==> src/rtl/sram_wr_pkg.sv <==
package sram_wr_pkg;

  typedef enum logic [2:0] {
    PH_IDLE,
    PH_SETUP,
    PH_STROBE,
    PH_HOLD,
    PH_REC
  } phase_e;

  // ceil(ns / clk_ns), at least one cycle
  function automatic int ns_to_cyc(input int ns, input int clk_ns);
    int c;
    c = (ns + clk_ns - 1) / clk_ns;
    return (c < 1) ? 1 : c;
  endfunction

  function automatic int imax(input int a, input int b);
    return (a > b) ? a : b;
  endfunction

endpackage

==> src/rtl/sram_wr_timer.sv <==
module sram_wr_timer #(
  parameter int CNT_W = 4
) (
  input  logic             clk_i,
  input  logic             rst_ni,
  input  logic             load_i,
  input  logic [CNT_W-1:0] load_val_i,
  output logic             zero_o
);
  logic [CNT_W-1:0] cnt_q;

  always_ff @(posedge clk_i or negedge rst_ni) begin
    if (!rst_ni)             cnt_q <= '0;
    else if (load_i)         cnt_q <= load_val_i;
    else if (cnt_q != '0)    cnt_q <= cnt_q - 1'b1;
  end

  assign zero_o = (cnt_q == '0);

  a_r3_timer_load: assert property (@(posedge clk_i) disable iff (!rst_ni)
    load_i |=> (cnt_q == $past(load_val_i)));
endmodule

==> src/rtl/sram_wr_fsm.sv <==
module sram_wr_fsm
  import sram_wr_pkg::*;
#(
  parameter int CNT_W = 4,
  parameter int N_AS  = 1,
  parameter int N_ST  = 5,
  parameter int N_HD  = 1,
  parameter int N_REC = 0
) (
  input  logic             clk_i,
  input  logic             rst_ni,
  input  logic             req_i,
  input  logic             zero_i,
  output logic             load_o,
  output logic [CNT_W-1:0] load_val_o,
  output phase_e           phase_d_o,
  output logic             accept_o,
  output logic             busy_o,
  output logic             done_o
);
  localparam int LV_REC = (N_REC > 0) ? N_REC - 1 : 0;

  phase_e ph_q, ph_d;
  logic   done_q;

  always_comb begin
    ph_d       = ph_q;
    load_o     = 1'b0;
    load_val_o = '0;
    case (ph_q)
      PH_IDLE: if (req_i) begin
        ph_d = PH_SETUP; load_o = 1'b1; load_val_o = CNT_W'(N_AS - 1);
      end
      PH_SETUP: if (zero_i) begin
        ph_d = PH_STROBE; load_o = 1'b1; load_val_o = CNT_W'(N_ST - 1);
      end
      PH_STROBE: if (zero_i) begin
        ph_d = PH_HOLD; load_o = 1'b1; load_val_o = CNT_W'(N_HD - 1);
      end
      PH_HOLD: if (zero_i) begin
        if (N_REC > 0) begin
          ph_d = PH_REC; load_o = 1'b1; load_val_o = CNT_W'(LV_REC);
        end else begin
          ph_d = PH_IDLE;
        end
      end
      PH_REC: if (zero_i) ph_d = PH_IDLE;
      default: ph_d = PH_IDLE;
    endcase
  end

  always_ff @(posedge clk_i or negedge rst_ni) begin
    if (!rst_ni) begin
      ph_q   <= PH_IDLE;
      done_q <= 1'b0;
    end else begin
      ph_q   <= ph_d;
      done_q <= (ph_q != PH_IDLE) && (ph_d == PH_IDLE);
    end
  end

  assign phase_d_o = ph_d;
  assign accept_o  = (ph_q == PH_IDLE) && req_i;
  assign busy_o    = (ph_q != PH_IDLE);
  assign done_o    = done_q;

  a_r2_accept_busy: assert property (@(posedge clk_i) disable iff (!rst_ni)
    accept_o |=> busy_o);
  a_r9_done_pulse: assert property (@(posedge clk_i) disable iff (!rst_ni)
    done_o |=> !done_o);
  a_r9_done_idle: assert property (@(posedge clk_i) disable iff (!rst_ni)
    done_o |-> !busy_o);
endmodule

==> src/rtl/sram_wr_pins.sv <==
module sram_wr_pins
  import sram_wr_pkg::*;
#(
  parameter int AW      = 16,
  parameter int DW      = 8,
  parameter bit CE_CTRL = 1'b0
) (
  input  logic          clk_i,
  input  logic          rst_ni,
  input  logic          accept_i,
  input  logic [AW-1:0] addr_i,
  input  logic [DW-1:0] data_i,
  input  phase_e        phase_d_i,
  output logic [AW-1:0] sram_addr_o,
  output logic [DW-1:0] sram_dq_o,
  output logic          sram_dq_oe_o,
  output logic          sram_ce_no,
  output logic          sram_we_no
);
  logic lead_d, end_d, dq_oe_d, ce_d, we_d;
  logic [AW-1:0] addr_q;
  logic [DW-1:0] data_q;
  logic ce_q, we_q, dq_oe_q;

  // lead strobe opens the cycle; end strobe closes the write
  assign lead_d  = !(phase_d_i inside {PH_SETUP, PH_STROBE, PH_HOLD});
  assign end_d   = (phase_d_i != PH_STROBE);
  assign dq_oe_d = (phase_d_i inside {PH_STROBE, PH_HOLD});

  if (CE_CTRL) begin : g_ce_ends
    assign ce_d = end_d;
    assign we_d = lead_d;
  end else begin : g_we_ends
    assign ce_d = lead_d;
    assign we_d = end_d;
  end

  always_ff @(posedge clk_i or negedge rst_ni) begin
    if (!rst_ni) begin
      addr_q  <= '0;
      data_q  <= '0;
      ce_q    <= 1'b1;
      we_q    <= 1'b1;
      dq_oe_q <= 1'b0;
    end else begin
      if (accept_i) begin
        addr_q <= addr_i;
        data_q <= data_i;
      end
      ce_q    <= ce_d;
      we_q    <= we_d;
      dq_oe_q <= dq_oe_d;
    end
  end

  assign sram_addr_o  = addr_q;
  assign sram_dq_o    = data_q;
  assign sram_dq_oe_o = dq_oe_q;
  assign sram_ce_no   = ce_q;
  assign sram_we_no   = we_q;

  a_r7_addr_locked: assert property (@(posedge clk_i) disable iff (!rst_ni)
    (!sram_ce_no && !sram_we_no) |=> $stable(sram_addr_o));
  a_r5_data_locked: assert property (@(posedge clk_i) disable iff (!rst_ni)
    (sram_dq_oe_o && $past(sram_dq_oe_o)) |-> $stable(sram_dq_o));
endmodule

==> src/rtl/sram_wr_seq.sv <==
module sram_wr_seq
  import sram_wr_pkg::*;
#(
  parameter int AW      = 16,
  parameter int DW      = 8,
  parameter bit CE_CTRL = 1'b0,
  parameter int CLK_NS  = 4,
  parameter int T_WC_NS = 25,
  parameter int T_WP_NS = 20,
  parameter int T_CW_NS = 20,
  parameter int T_DW_NS = 10,
  parameter int T_AW_NS = 20,
  parameter int T_AS_NS = 0,
  parameter int T_WR_NS = 0,
  parameter int T_DH_NS = 0
) (
  input  logic          clk_i,
  input  logic          rst_ni,
  input  logic          req_i,
  input  logic [AW-1:0] addr_i,
  input  logic [DW-1:0] data_i,
  output logic          busy_o,
  output logic          done_o,
  output logic [AW-1:0] sram_addr_o,
  output logic [DW-1:0] sram_dq_o,
  output logic          sram_dq_oe_o,
  output logic          sram_ce_no,
  output logic          sram_we_no,
  output logic          sram_oe_no
);
  localparam int N_AS   = ns_to_cyc(T_AS_NS, CLK_NS);
  localparam int N_ST   = imax(imax(ns_to_cyc(T_WP_NS, CLK_NS), ns_to_cyc(T_CW_NS, CLK_NS)),
                               imax(ns_to_cyc(T_AW_NS, CLK_NS), ns_to_cyc(T_DW_NS, CLK_NS)));
  localparam int N_HD   = imax(ns_to_cyc(T_WR_NS, CLK_NS), ns_to_cyc(T_DH_NS, CLK_NS));
  localparam int N_WC   = ns_to_cyc(T_WC_NS, CLK_NS);
  localparam int N_USED = N_AS + N_ST + N_HD;
  localparam int N_REC  = (N_WC > N_USED) ? N_WC - N_USED : 0;
  localparam int N_MAX  = imax(imax(N_AS, N_ST), imax(N_HD, N_REC));
  localparam int CNT_W  = $clog2(N_MAX + 1);
  localparam int SW     = $clog2(N_USED + N_REC + 1) + 1;

  logic             load, zero, accept;
  logic [CNT_W-1:0] load_val;
  phase_e           phase_d;

  sram_wr_timer #(.CNT_W(CNT_W)) u_timer (
    .clk_i, .rst_ni, .load_i(load), .load_val_i(load_val), .zero_o(zero)
  );

  sram_wr_fsm #(
    .CNT_W(CNT_W), .N_AS(N_AS), .N_ST(N_ST), .N_HD(N_HD), .N_REC(N_REC)
  ) u_fsm (
    .clk_i, .rst_ni, .req_i, .zero_i(zero),
    .load_o(load), .load_val_o(load_val), .phase_d_o(phase_d),
    .accept_o(accept), .busy_o, .done_o
  );

  sram_wr_pins #(.AW(AW), .DW(DW), .CE_CTRL(CE_CTRL)) u_pins (
    .clk_i, .rst_ni, .accept_i(accept), .addr_i, .data_i,
    .phase_d_i(phase_d), .sram_addr_o, .sram_dq_o, .sram_dq_oe_o,
    .sram_ce_no, .sram_we_no
  );

  // memory never drives the bus during a write
  assign sram_oe_no = 1'b1;

  // window counters for the checks below
  logic [SW-1:0] run_q, cyc_q;
  logic          both_low, end_n;
  assign both_low = !sram_ce_no && !sram_we_no;
  assign end_n    = CE_CTRL ? sram_ce_no : sram_we_no;

  always_ff @(posedge clk_i or negedge rst_ni) begin
    if (!rst_ni) begin
      run_q <= '0;
      cyc_q <= '0;
    end else begin
      run_q <= both_low ? run_q + 1'b1 : '0;
      cyc_q <= busy_o   ? cyc_q + 1'b1 : '0;
    end
  end

  a_r3_strobe_len: assert property (@(posedge clk_i) disable iff (!rst_ni)
    (!both_low && run_q != '0) |-> (run_q == SW'(N_ST)));
  a_r7_cycle_len: assert property (@(posedge clk_i) disable iff (!rst_ni)
    done_o |-> (cyc_q >= SW'(N_WC)));
  a_r8_busy_ignore: assert property (@(posedge clk_i) disable iff (!rst_ni)
    busy_o |=> $stable(sram_addr_o));
  a_r4_end_first: assert property (@(posedge clk_i) disable iff (!rst_ni)
    (both_low && !$past(both_low)) |=> !end_n);
endmodule

==> config.mk <==
export PLATFORM = sky130hd
export DESIGN_NAME = sram_wr_seq
export DESIGN_NICKNAME = d
export VERILOG_FILES = /design/src/rtl/sram_wr_pkg.sv /design/src/rtl/sram_wr_timer.sv /design/src/rtl/sram_wr_fsm.sv /design/src/rtl/sram_wr_pins.sv /design/src/rtl/sram_wr_seq.sv
export SDC_FILE = /design/constraint.sdc
export NUM_CORES = 1
export LEC_CHECK = 0
export BUFFER_PORTS_ARGS = -buffer_cell sky130_fd_sc_hd__buf_2
export CAP_MARGIN = 20
export CORE_AREA = 2 2 63 65
export DETAILED_ROUTE_END_ITERATION = 12
export DIE_AREA = 0 0 65 67
export GPL_TIMING_DRIVEN = 1
export PLACE_DENSITY = 0.72
export SLEW_MARGIN = 20
export SYNTH_ARGS = -nofsm -noshare
export SYNTH_HDL_FRONTEND = slang
export SYNTH_SLANG_ARGS = --single-unit
export TNS_END_PERCENT = 20
==> constraint.sdc <==
create_clock -name clk_i -period 1.5 [get_ports clk_i]
set_input_delay 0.075 -clock clk_i [delete_from_list [all_inputs] [get_ports clk_i]]
set_output_delay 0.075 -clock clk_i [all_outputs]
set_load 0.01 [all_outputs]
Yosys cells after proc, flatten, opt, wreduce, memory -nomap -nowiden
Index checks and enable logic that the tools add are counted.
{"block": "word_totals", "in_bits": 27, "reg_bits": 34}
{"block": "op_classes", "muxes": 12, "reduce_logical": 13, "eq_ne": 8, "n_addsub": 1}
{"cell": "$mux 3", "count": 8}
{"cell": "$eq 3x2->1 const B", "count": 4}
{"cell": "$pmux 3 s4", "count": 1}
{"cell": "$logic_not 3->1", "count": 3}
{"cell": "$reduce_bool 3->1", "count": 3}
{"cell": "$eq 3x1->1 const B", "count": 2}
{"cell": "$reduce_bool 2->1", "count": 2}
{"cell": "$reduce_or 2->1", "count": 2}
{"cell": "$eq 3x3->1 const B", "count": 1}
{"cell": "$ne 3x2->1 const B", "count": 1}
{"cell": "$sub 3x1->3 const B", "count": 1}
{"cell": "$logic_and 1x1->1", "count": 2}
{"cell": "$mux 1", "count": 2}
{"cell": "$pmux 1 s2", "count": 1}
{"cell": "$logic_not 1->1", "count": 1}

Depth between registers and ports, before layout
Gate-level depths: netlist (run 1).
{"block": "logic_depth", "depth_word": 6, "mapped_depth": 7}

Hierarchy
A second synthesis (run 1) with hierarchy kept.
{"block": "hier_totals", "hier_cells": 104, "hier_area_um2": 1539.0}
{"mod": "sram_wr_pins", "area_each_um2": 1097.3, "n_inst": 1, "seq_area_each_um2": 678.2, "cells_each": 57}
{"mod": "sram_wr_fsm", "area_each_um2": 230.2, "n_inst": 1, "seq_area_each_um2": 100.1, "cells_each": 24}
{"mod": "sram_wr_timer", "area_each_um2": 200.2, "n_inst": 1, "seq_area_each_um2": 75.1, "cells_each": 21}
{"mod": "sram_wr_seq", "area_each_um2": 11.3, "n_inst": 1, "seq_area_each_um2": 0.0, "cells_each": 2}

Worst setup path after synthesis (run 1)
OpenSTA, ideal clock, no wires.
{"block": "synth_timing", "kind": "register to register", "start": "register u_fsm.ph_q[2]", "end": "register u_pins.addr_q[0] (netlist: u_pins.sram_addr_o[0])", "path_stages_with_launch": 5, "slack_ns": -0.072, "arrival_time_ns": 1.447, "required_ns": 1.375, "cell_sequence": "dfrtp_1 buf_6 nor4b_4 buf_6 mux2_4"}
{"block": "synth_via", "elab_chain_len": 2}
{"item": "from (decl)", "line": "sram_wr_fsm.sv:23", "text": "phase_e ph_q, ph_d;"}
{"item": "from (signal assigned)", "line": "sram_wr_fsm.sv:57", "text": "ph_q <= ph_d;"}
{"item": "$logic_not 3->1", "line": "sram_wr_fsm.sv:63", "text": "assign accept_o = (ph_q == PH_IDLE) && req_i;"}
{"item": "$logic_and 1x1->1", "line": "sram_wr_fsm.sv:63"}
{"item": "to (signal assigned)", "line": "sram_wr_pins.sv:47", "text": "addr_q <= addr_i;"}
{"item": "to (decl)", "line": "sram_wr_pins.sv:21", "text": "logic [AW-1:0] addr_q;"}
No other way between the ends.
A chain may end at the register's enable or synchronous reset.

Final worst setup path (run 1)
{"block": "layout_timing", "start": "register u_fsm.ph_q[2]", "end": "register u_pins.addr_q[4] (netlist: u_pins.sram_addr_o[4])"}
The elaborated chain is that of the path after synthesis.

==> impl_metrics.prom, run 1 <==
# TYPE chip_impl_metric gauge
chip_impl_metric{name="switchingPower",unit="W"} 0.00146
chip_impl_metric{name="syn_area_per_cell",unit="um2"} 14.3
chip_impl_metric{name="cts.reportedPaths.clkPinSlew",unit="ps"} 70
chip_impl_metric{name="timing_max_transition_violations_final",unit=""} 0
chip_impl_metric{name="p_clk_frac",unit=""} 0.185
chip_impl_metric{name="worst_ep_required_time",unit="ps"} 1670
chip_impl_metric{name="max_slew.worst_pin.slew",unit="ps"} 744
chip_impl_metric{name="mappedNetlistNets",unit=""} 135
chip_impl_metric{name="flow.area_growth_from_synthesis",unit="%"} 35.6
chip_impl_metric{name="worst_ep_arrival_time",unit="ps"} 1620
chip_impl_info{name="synth_ff_type",value="dfrtp_1"} 1
chip_impl_metric{name="fin_crit_sh",unit=""} 0.970
chip_impl_info{name="yosysMostFrequentCell",value="dfrtp_1"} 1
chip_impl_info{name="worst_r2r_endpoint",value="u_pins.sram_addr_o[4]"} 1
chip_impl_metric{name="worst-path-max-fanout",unit=""} 9
chip_impl_metric{name="power.static_leakage",unit="nW"} 1.04
chip_impl_metric{name="grt_first_pass_wirelength",unit="um"} 4750
chip_impl_info{name="critPathKind",value="reg -> reg"} 1
chip_impl_metric{name="irDropWorstVdd",unit="uV"} 909
chip_impl_metric{name="slew_headroom",unit=""} 0.504
chip_impl_info{name="worstSetupEndpointType",value="flop"} 1
chip_impl_info{name="cts_root_buf",value="clkbuf_8"} 1
chip_impl_metric{name="power_frac_seq",unit=""} 0.360
chip_impl_metric{name="routabilityCongestion",unit=""} 0.653
chip_impl_metric{name="antennaDiodeCount",unit=""} 0
chip_impl_metric{name="cts_max_path_buffers",unit=""} 2
chip_impl_metric{name="synth_cell_types",unit=""} 26
chip_impl_metric{name="share_of_yosys_cell_area_claimed_by_the_top_area_cell_type",unit=""} 0.529
chip_impl_metric{name="detail_route.first_pass.iterations",unit=""} 4
chip_impl_metric{name="vias_per_cell",unit=""} 4.73
chip_impl_metric{name="hpwl_reported_at_the_end_of_detailed_placement",unit="um"} 2060
chip_impl_metric{name="postRouteAntennaNets",unit=""} 0
chip_impl_metric{name="overall_fraction_of_global_route_tracks_in_use",unit=""} 0.148
chip_impl_metric{name="setup_violations",unit=""} 0
chip_impl_metric{name="worstSkewPairLatency",unit="ps"} 280
chip_impl_metric{name="synth-edff-count",unit=""} 0
chip_impl_info{name="synth_commonest_cells",value="32 x dfrtp_1, 18 x mux2_4, 6 x a21oi_1, 6 x mux2_2, 5 x inv_1"} 1
chip_impl_metric{name="floorplan.initialDensity",unit=""} 0.420
chip_impl_info{name="run_status",value="finished clean"} 1
chip_impl_metric{name="nNetsFinal",unit=""} 201
chip_impl_metric{name="vias",unit=""} 1045
chip_impl_metric{name="multiInputGateArea",unit="um2"} 606
chip_impl_metric{name="switching_share",unit=""} 0.327
chip_impl_metric{name="max_freq",unit="MHz"} 687
chip_impl_metric{name="post_synthesis_cell_area",unit="um2"} 1510
chip_impl_metric{name="die_x",unit="um"} 65
chip_impl_metric{name="synth-seq-area-share",unit=""} 0.564
chip_impl_metric{name="placed_cells",unit=""} 209
chip_impl_metric{name="cap_viol_max_count",unit=""} 0
chip_impl_metric{name="detail_route.wl_per_cell",unit="um"} 13.9
chip_impl_metric{name="grt_max_degree",unit=""} 35
chip_impl_metric{name="drt-initial-drc-count",unit=""} 58
chip_impl_metric{name="wirelength",unit="um"} 3080
chip_impl_info{name="worst_hold_path_type",value="in -> reg"} 1
chip_impl_metric{name="synthesis.instances",unit=""} 106
chip_impl_metric{name="io_buffer_count",unit=""} 55
chip_impl_info{name="startpoint",value="u_fsm.ph_q[2]"} 1
chip_impl_info{name="endpoint",value="u_pins.sram_addr_o[4]"} 1
chip_impl_metric{name="ys_async_sr_fraction",unit=""} 1.00
chip_impl_metric{name="final_cell_area",unit="um2"} 2050
chip_impl_info{name="r2r_start",value="u_fsm.ph_q[2]"} 1
chip_impl_metric{name="die_area",unit="um2"} 4360
chip_impl_metric{name="finalWorstPathRequiredPeriod",unit="ps"} 1460
chip_impl_metric{name="share_of_layout_cells_above_drive_strength_1",unit=""} 0.590
chip_impl_metric{name="cts_made_buffers",unit=""} 5
chip_impl_metric{name="finalNonFillerCells",unit=""} 221
chip_impl_metric{name="drc",unit=""} 0
chip_impl_metric{name="placed_area",unit="um2"} 1860
chip_impl_metric{name="die_y",unit="um"} 67
chip_impl_metric{name="worst-r2r-cell-count",unit=""} 4
chip_impl_metric{name="core_area",unit="um2"} 3610
chip_impl_metric{name="synth.yosys.warnings",unit=""} 0
chip_impl_metric{name="count_of_boundary_i_o_pins",unit=""} 57
chip_impl_info{name="tritoncts",value="done"} 1
chip_impl_info{name="startpoint_type",value="flop"} 1
chip_impl_metric{name="clock_sinks",unit=""} 34
chip_impl_metric{name="clock-skew-final",unit="ps"} 3.76
chip_impl_metric{name="seq_area",unit="um2"} 853
chip_impl_metric{name="power_density_over_cell_area",unit="nW/um2"} 2180
chip_impl_metric{name="power_frac_comb",unit=""} 0.455
chip_impl_metric{name="setup-tns-final",unit="ps"} 0
chip_impl_metric{name="r2r_slack",unit="ps"} 40
chip_impl_info{name="synth.top_cells.by_area",value="dfrtp_1 53%, mux2_4 18%, mux2_2 4.5%"} 1
chip_impl_metric{name="final.fill_count",unit=""} 315
chip_impl_metric{name="timing_hold_violations_final",unit=""} 0
chip_impl_metric{name="first_global_vias",unit=""} 983
chip_impl_info{name="post-synth-top-area-cell",value="dfrtp_1"} 1
chip_impl_metric{name="cts.htree.levels",unit=""} 2
chip_impl_metric{name="ys_seq_elements",unit=""} 34
chip_impl_metric{name="globalRoute.totalOverflow",unit=""} 0
chip_impl_metric{name="row_count",unit=""} 22
chip_impl_metric{name="number_of_antenna_violations_at_the_first_check_in_global_routing",unit=""} 0
chip_impl_metric{name="intPower",unit="W"} 0.00301
-- worst min-delay path by stage --
stage / from / endpoint / slack, ps / cells after the start
floorplan: rst_ni / u_fsm.done_o / -220 / 0
global placement: rst_ni / u_pins.sram_dq_oe_o / 170 / 1
detailed placement: rst_ni / u_fsm.done_o / 190 / 1
CTS: data_i[1] / u_pins.sram_dq_o[1] / 20 / 2
global route: addr_i[15] / u_pins.sram_addr_o[15] / 5 / 2
finish: data_i[7] / u_pins.sram_dq_o[7] / 20 / 2
-- sequential cells by signal (all words and copies together) (netlist names) --
| signal | count |
|---|---|
| u_fsm.done_o | 1 |
| u_fsm.ph_q | 3 |
| u_pins.sram_addr_o | 16 |
| u_pins.sram_ce_no | 1 |
| u_pins.sram_dq_o | 8 |
| u_pins.sram_dq_oe_o | 1 |
| u_pins.sram_we_no | 1 |
| u_timer.cnt_q | 3 |
-- layout make-up --
class,instances,area share
sequential,34,0.416
multi-input combinational,60,0.295
timing repair buffer,66,0.198
clock buffer,5,0.0335
tap,48,0.0293
clock inverter,3,0.0195
inverter,5,0.00915
-- worst max-delay path: stages, from the launching register on --
cell and delay (ps):
dfrtp_1 410, nor4b_4 300, buf_4 190, buf_12 140, mux2_4 300
-- cells in the final DEF, fill, tap and decap left out, types with 4 or more instances in the layout --
cell type	count
a21oi_1	6
buf_2	55
buf_4	4
buf_6	4
clkbuf_8	5
dfrtp_1	32
inv_1	5
mux2_2	4
mux2_4	20
nand2_1	4
nor2_1	4
-- layer usage --
layer | global-route usage | share of wire | vias up
li1 | - | - | 493
met1 | 0.186 | 0.42 | 514
met2 | 0.238 | 0.52 | 36
met3 | 0.0422 | 0.052 | 2
met4 | 0.0638 | 0.0088 | 0
met5 | 0 | 0 | -
-- per-stage QoR --
step | hold WS (ps) | power, W | utilization | setup slack (ps)
global route | 5.13 | 0.00479 | 0.569 | -13.5
global placement | 167 | 0.00343 | 0.515 | 20.3
CTS | 15.2 | 0.00438 | 0.549 | 8.06
finish | 20.2 | 0.00447 | 0.569 | 44.5
floorplan | -221 | 0.00285 | - | -72.3
detailed placement | 187 | 0.00352 | 0.515 | -3.32
-- cell families (layout without fill, tap and decap cells) --
group	count (synthesis)	count (layout)	synth area share
other	1	1	0.00248
multiplexers	26	26	0.237
AO/OA/AOI/OAI	14	14	0.0579
buffers and inverters	12	79	0.0488
flip-flops	34	34	0.564
adder cells (fa/ha/maj)	2	2	0.0165
AND/OR/NAND/NOR	15	15	0.0620
XOR/XNOR	2	2	0.0116
-- power by group through the flow --
stage               sequential, W  combinational (W)  clock, W
finish                    0.00161            0.00204  0.000827
global route              0.00166            0.00222  0.000909
detailed placement        0.00162            0.00190         0
global placement          0.00157            0.00185         0
floorplan                 0.00179            0.00107         0
CTS                       0.00161            0.00192  0.000848
-- timing repair --
action	4_1_cts	5_1_grt
gates resized for setup	1	7
endpoints found under the setup margin	3	27
buffers inserted	0	2
hold endpoints to repair	32	0
pin swaps	0	1
cloned	0	1
hold buffers	1	0
(Power assumes the default switching activity.)
==> inputs of run 2 (changes only) <==
--- a/config.mk
+++ b/config.mk
@@ -7,11 +7,11 @@
 export LEC_CHECK = 0
 export BUFFER_PORTS_ARGS = -buffer_cell sky130_fd_sc_hd__buf_2
 export CAP_MARGIN = 20
-export CORE_AREA = 2 2 63 65
+export CORE_AREA = 2 2 45 89
 export DETAILED_ROUTE_END_ITERATION = 12
-export DIE_AREA = 0 0 65 67
+export DIE_AREA = 0 0 47 91
 export GPL_TIMING_DRIVEN = 1
-export PLACE_DENSITY = 0.72
+export PLACE_DENSITY = 0.73
 export SLEW_MARGIN = 20
 export SYNTH_ARGS = -nofsm -noshare
 export SYNTH_HDL_FRONTEND = slang
==> constraint.sdc (replaced) <==
create_clock -name clk_i -period 1.5 [get_ports clk_i]
set_input_delay 0.3 -clock clk_i [delete_from_list [all_inputs] [get_ports clk_i]]
set_output_delay 0.3 -clock clk_i [all_outputs]
set_load 0.01 [all_outputs]
==> run 2 against run 1 <==
Highest routed layer unchanged. Flip-flop and latch count did not move. Final cell count rose by 2.3%. The flow now finishes with violations (setup timing). Hold slack improved by 57 ps. Clock skew fell by 1.1 ps. Critical path depth fell by 1. Sequential share of layout area fell by 0.43 points. Routed wire length rose by 9.0%. Total power barely moved. Die area fell by 1.8%. Sequential power barely moved. Worst setup slack got worse by 130 ps. Design area rose by 1.0%.
==> impl_metrics.prom, run 2 (synthesis gave the netlist of run 1 again) <==
# TYPE chip_impl_metric gauge
chip_impl_info{name="run_status",value="finished with violations"} 1
chip_impl_info{name="violations",value="setup timing"} 1
chip_impl_info{name="layout_commonest_cell",value="buf_2"} 1
chip_impl_metric{name="row_count",unit=""} 31
chip_impl_metric{name="timing_max_transition_violations_final",unit=""} 0
chip_impl_info{name="worstSetupEndpointType",value="primary output"} 1
chip_impl_metric{name="drt-initial-drc-count",unit=""} 11
chip_impl_metric{name="overall_fraction_of_global_route_tracks_in_use",unit=""} 0.167
chip_impl_info{name="worst_hold_path_type",value="in -> async"} 1
chip_impl_metric{name="cts.htree.levels",unit=""} 2
chip_impl_metric{name="power_density_over_cell_area",unit="nW/um2"} 2160
chip_impl_metric{name="cts_made_buffers",unit=""} 5
chip_impl_metric{name="core_area",unit="um2"} 3570
chip_impl_metric{name="max_slew.worst_pin.slew",unit="ps"} 734
chip_impl_metric{name="max_freq",unit="MHz"} 631
chip_impl_metric{name="worst-path-max-fanout",unit=""} 2
chip_impl_metric{name="irDropWorstVdd",unit="uV"} 1130
chip_impl_metric{name="nNetsFinal",unit=""} 205
chip_impl_metric{name="worstSkewPairLatency",unit="ps"} 280
chip_impl_metric{name="largest_reg_flops",unit=""} 16
chip_impl_metric{name="grt_first_pass_wirelength",unit="um"} 5040
chip_impl_metric{name="number_of_antenna_violations_at_the_first_check_in_global_routing",unit=""} 0
chip_impl_metric{name="postRouteAntennaNets",unit=""} 0
chip_impl_metric{name="routabilityCongestion",unit=""} 0.706
chip_impl_metric{name="clock-skew-final",unit="ps"} 2.62
chip_impl_info{name="tritoncts",value="done"} 1
chip_impl_metric{name="fin_crit_sh",unit=""} 1.06
chip_impl_metric{name="cap_viol_max_count",unit=""} 0
chip_impl_metric{name="timing_hold_violations_final",unit=""} 0
chip_impl_metric{name="worst_ep_required_time",unit="ps"} 1200
chip_impl_metric{name="detail_route.wl_per_cell",unit="um"} 14.9
chip_impl_metric{name="finalWorstSetupSlack",unit="ps"} -85.7
chip_impl_metric{name="worst_ep_arrival_time",unit="ps"} 1290
chip_impl_metric{name="antennaDiodeCount",unit=""} 0
chip_impl_metric{name="share_of_layout_cells_above_drive_strength_1",unit=""} 0.599
chip_impl_metric{name="detail_route.first_pass.iterations",unit=""} 4
chip_impl_metric{name="wirelength",unit="um"} 3360
chip_impl_metric{name="floorplan.initialDensity",unit=""} 0.424
chip_impl_metric{name="utilization",unit=""} 0.581
chip_impl_metric{name="cts.reportedPaths.clkPinSlew",unit="ps"} 60
chip_impl_metric{name="grt_max_degree",unit=""} 35
chip_impl_metric{name="final.fill_count",unit=""} 315
chip_impl_metric{name="flow.area_growth_from_synthesis",unit="%"} 37.1
chip_impl_metric{name="die_area",unit="um2"} 4280
chip_impl_metric{name="final_cell_area",unit="um2"} 2070
chip_impl_metric{name="globalRoute.totalOverflow",unit=""} 0
chip_impl_info{name="mostFrequentLayoutCells",value="55 x buf_2, 32 x dfrtp_1, 24 x mux2_4, 8 x buf_6"} 1
chip_impl_info{name="critPathKind",value="reg -> out"} 1
chip_impl_metric{name="slew_headroom",unit=""} 0.510
chip_impl_metric{name="vias_per_cell",unit=""} 4.77
chip_impl_metric{name="count_of_boundary_i_o_pins",unit=""} 57
chip_impl_metric{name="vias",unit=""} 1079
chip_impl_metric{name="clock_sinks",unit=""} 34
chip_impl_metric{name="first_global_vias",unit=""} 1068
chip_impl_metric{name="hpwl_reported_at_the_end_of_detailed_placement",unit="um"} 2240
chip_impl_metric{name="io_buffer_count",unit=""} 55
chip_impl_metric{name="drc",unit=""} 0
chip_impl_metric{name="die_x",unit="um"} 47
chip_impl_metric{name="placed_area",unit="um2"} 1840
chip_impl_metric{name="setup_violations",unit=""} 25
chip_impl_info{name="startpoint_type",value="flop"} 1
chip_impl_metric{name="cts_max_path_buffers",unit=""} 2
chip_impl_info{name="cts_root_buf",value="clkbuf_8"} 1
chip_impl_metric{name="die_y",unit="um"} 91
chip_impl_info{name="rsz_0062_raised_after_global_routing",value="true"} 1
chip_impl_metric{name="finalWorstPathRequiredPeriod",unit="ps"} 1590
chip_impl_metric{name="worst-r2r-cell-count",unit=""} 5
chip_impl_metric{name="power.static_leakage",unit="nW"} 1.06
## run 2: cell type report
class | count | area (um2) | area share
flip-flops and latches | 34 | 853 | 0.412
clock buffers | 8 | 90.1 | 0.0435
repair buffers | 70 | 425 | 0.205
multi-input cells | 60 | 624 | 0.301
well taps | 49 | 61.3 | 0.0296
inverters | 5 | 18.8 | 0.00905
## run 2: timing repair
| item | 4_1_cts | 5_1_grt |
|---|---|---|
| setup endpoints to repair | 8 | 31 |
| cloned | 0 | 2 |
| hold buffers | 0 | 0 |
| setup buffers | 5 | 2 |
| pin swaps | 1 | 1 |
| gates resized for setup | 10 | 13 |
## run 2: power by group
| part | internal, W | total (W) | switching [W] |
|---|---|---|---|
| Sequential | 0.00137 | 0.00162 | 0.000247 |
| Combinational | 0.00124 | 0.00219 | 0.000953 |
| Clock | 0.000374 | 0.000669 | 0.000295 |
## run 2: stage by stage
step	worst slack (ps)	cells	hold WS, ps	power (W)	setup TNS [ps]
global placement	42.5	209	384	0.00342	0
finish	-85.7	226	77.0	0.00448	-738
floorplan	-72.3	106	4.41	0.00285	-1220
detailed placement	-48.9	209	406	0.00353	-87.9
CTS	-96.5	222	102	0.00438	-834
global route	-135	226	133	0.00477	-1620
## run 2: worst paths after layout
check,startpoint,end,slack (ps)
max in group asynchronous,rst_ni,u_pins.sram_addr_o[4],950
min in group clk_i,addr_i[15],u_pins.sram_addr_o[15],250
hold reg to reg,u_pins.sram_dq_o[5],u_pins.sram_dq_o[5],510
setup reg to reg,u_fsm.ph_q[0],u_pins.sram_dq_o[6],-40
hold / removal,rst_ni,u_pins.sram_dq_o[5],80
setup / recovery,u_fsm.ph_q[1],busy_o,-90
## run 2: critical path, cell delays in order (launching register included)
cell and delay [ps]:
dfrtp_1 390, buf_6 120, or3_1 350, buf_2 140
## run 2: layer usage
layer	routed length [um]	part of all wire	global-route usage	up-vias
li1	-	-	-	500
met1	1200	0.36	0.195	531
met2	1940	0.58	0.267	42
met3	152	0.045	0.0437	6
met4	65	0.019	0.0810	0
met5	0	0	0	-
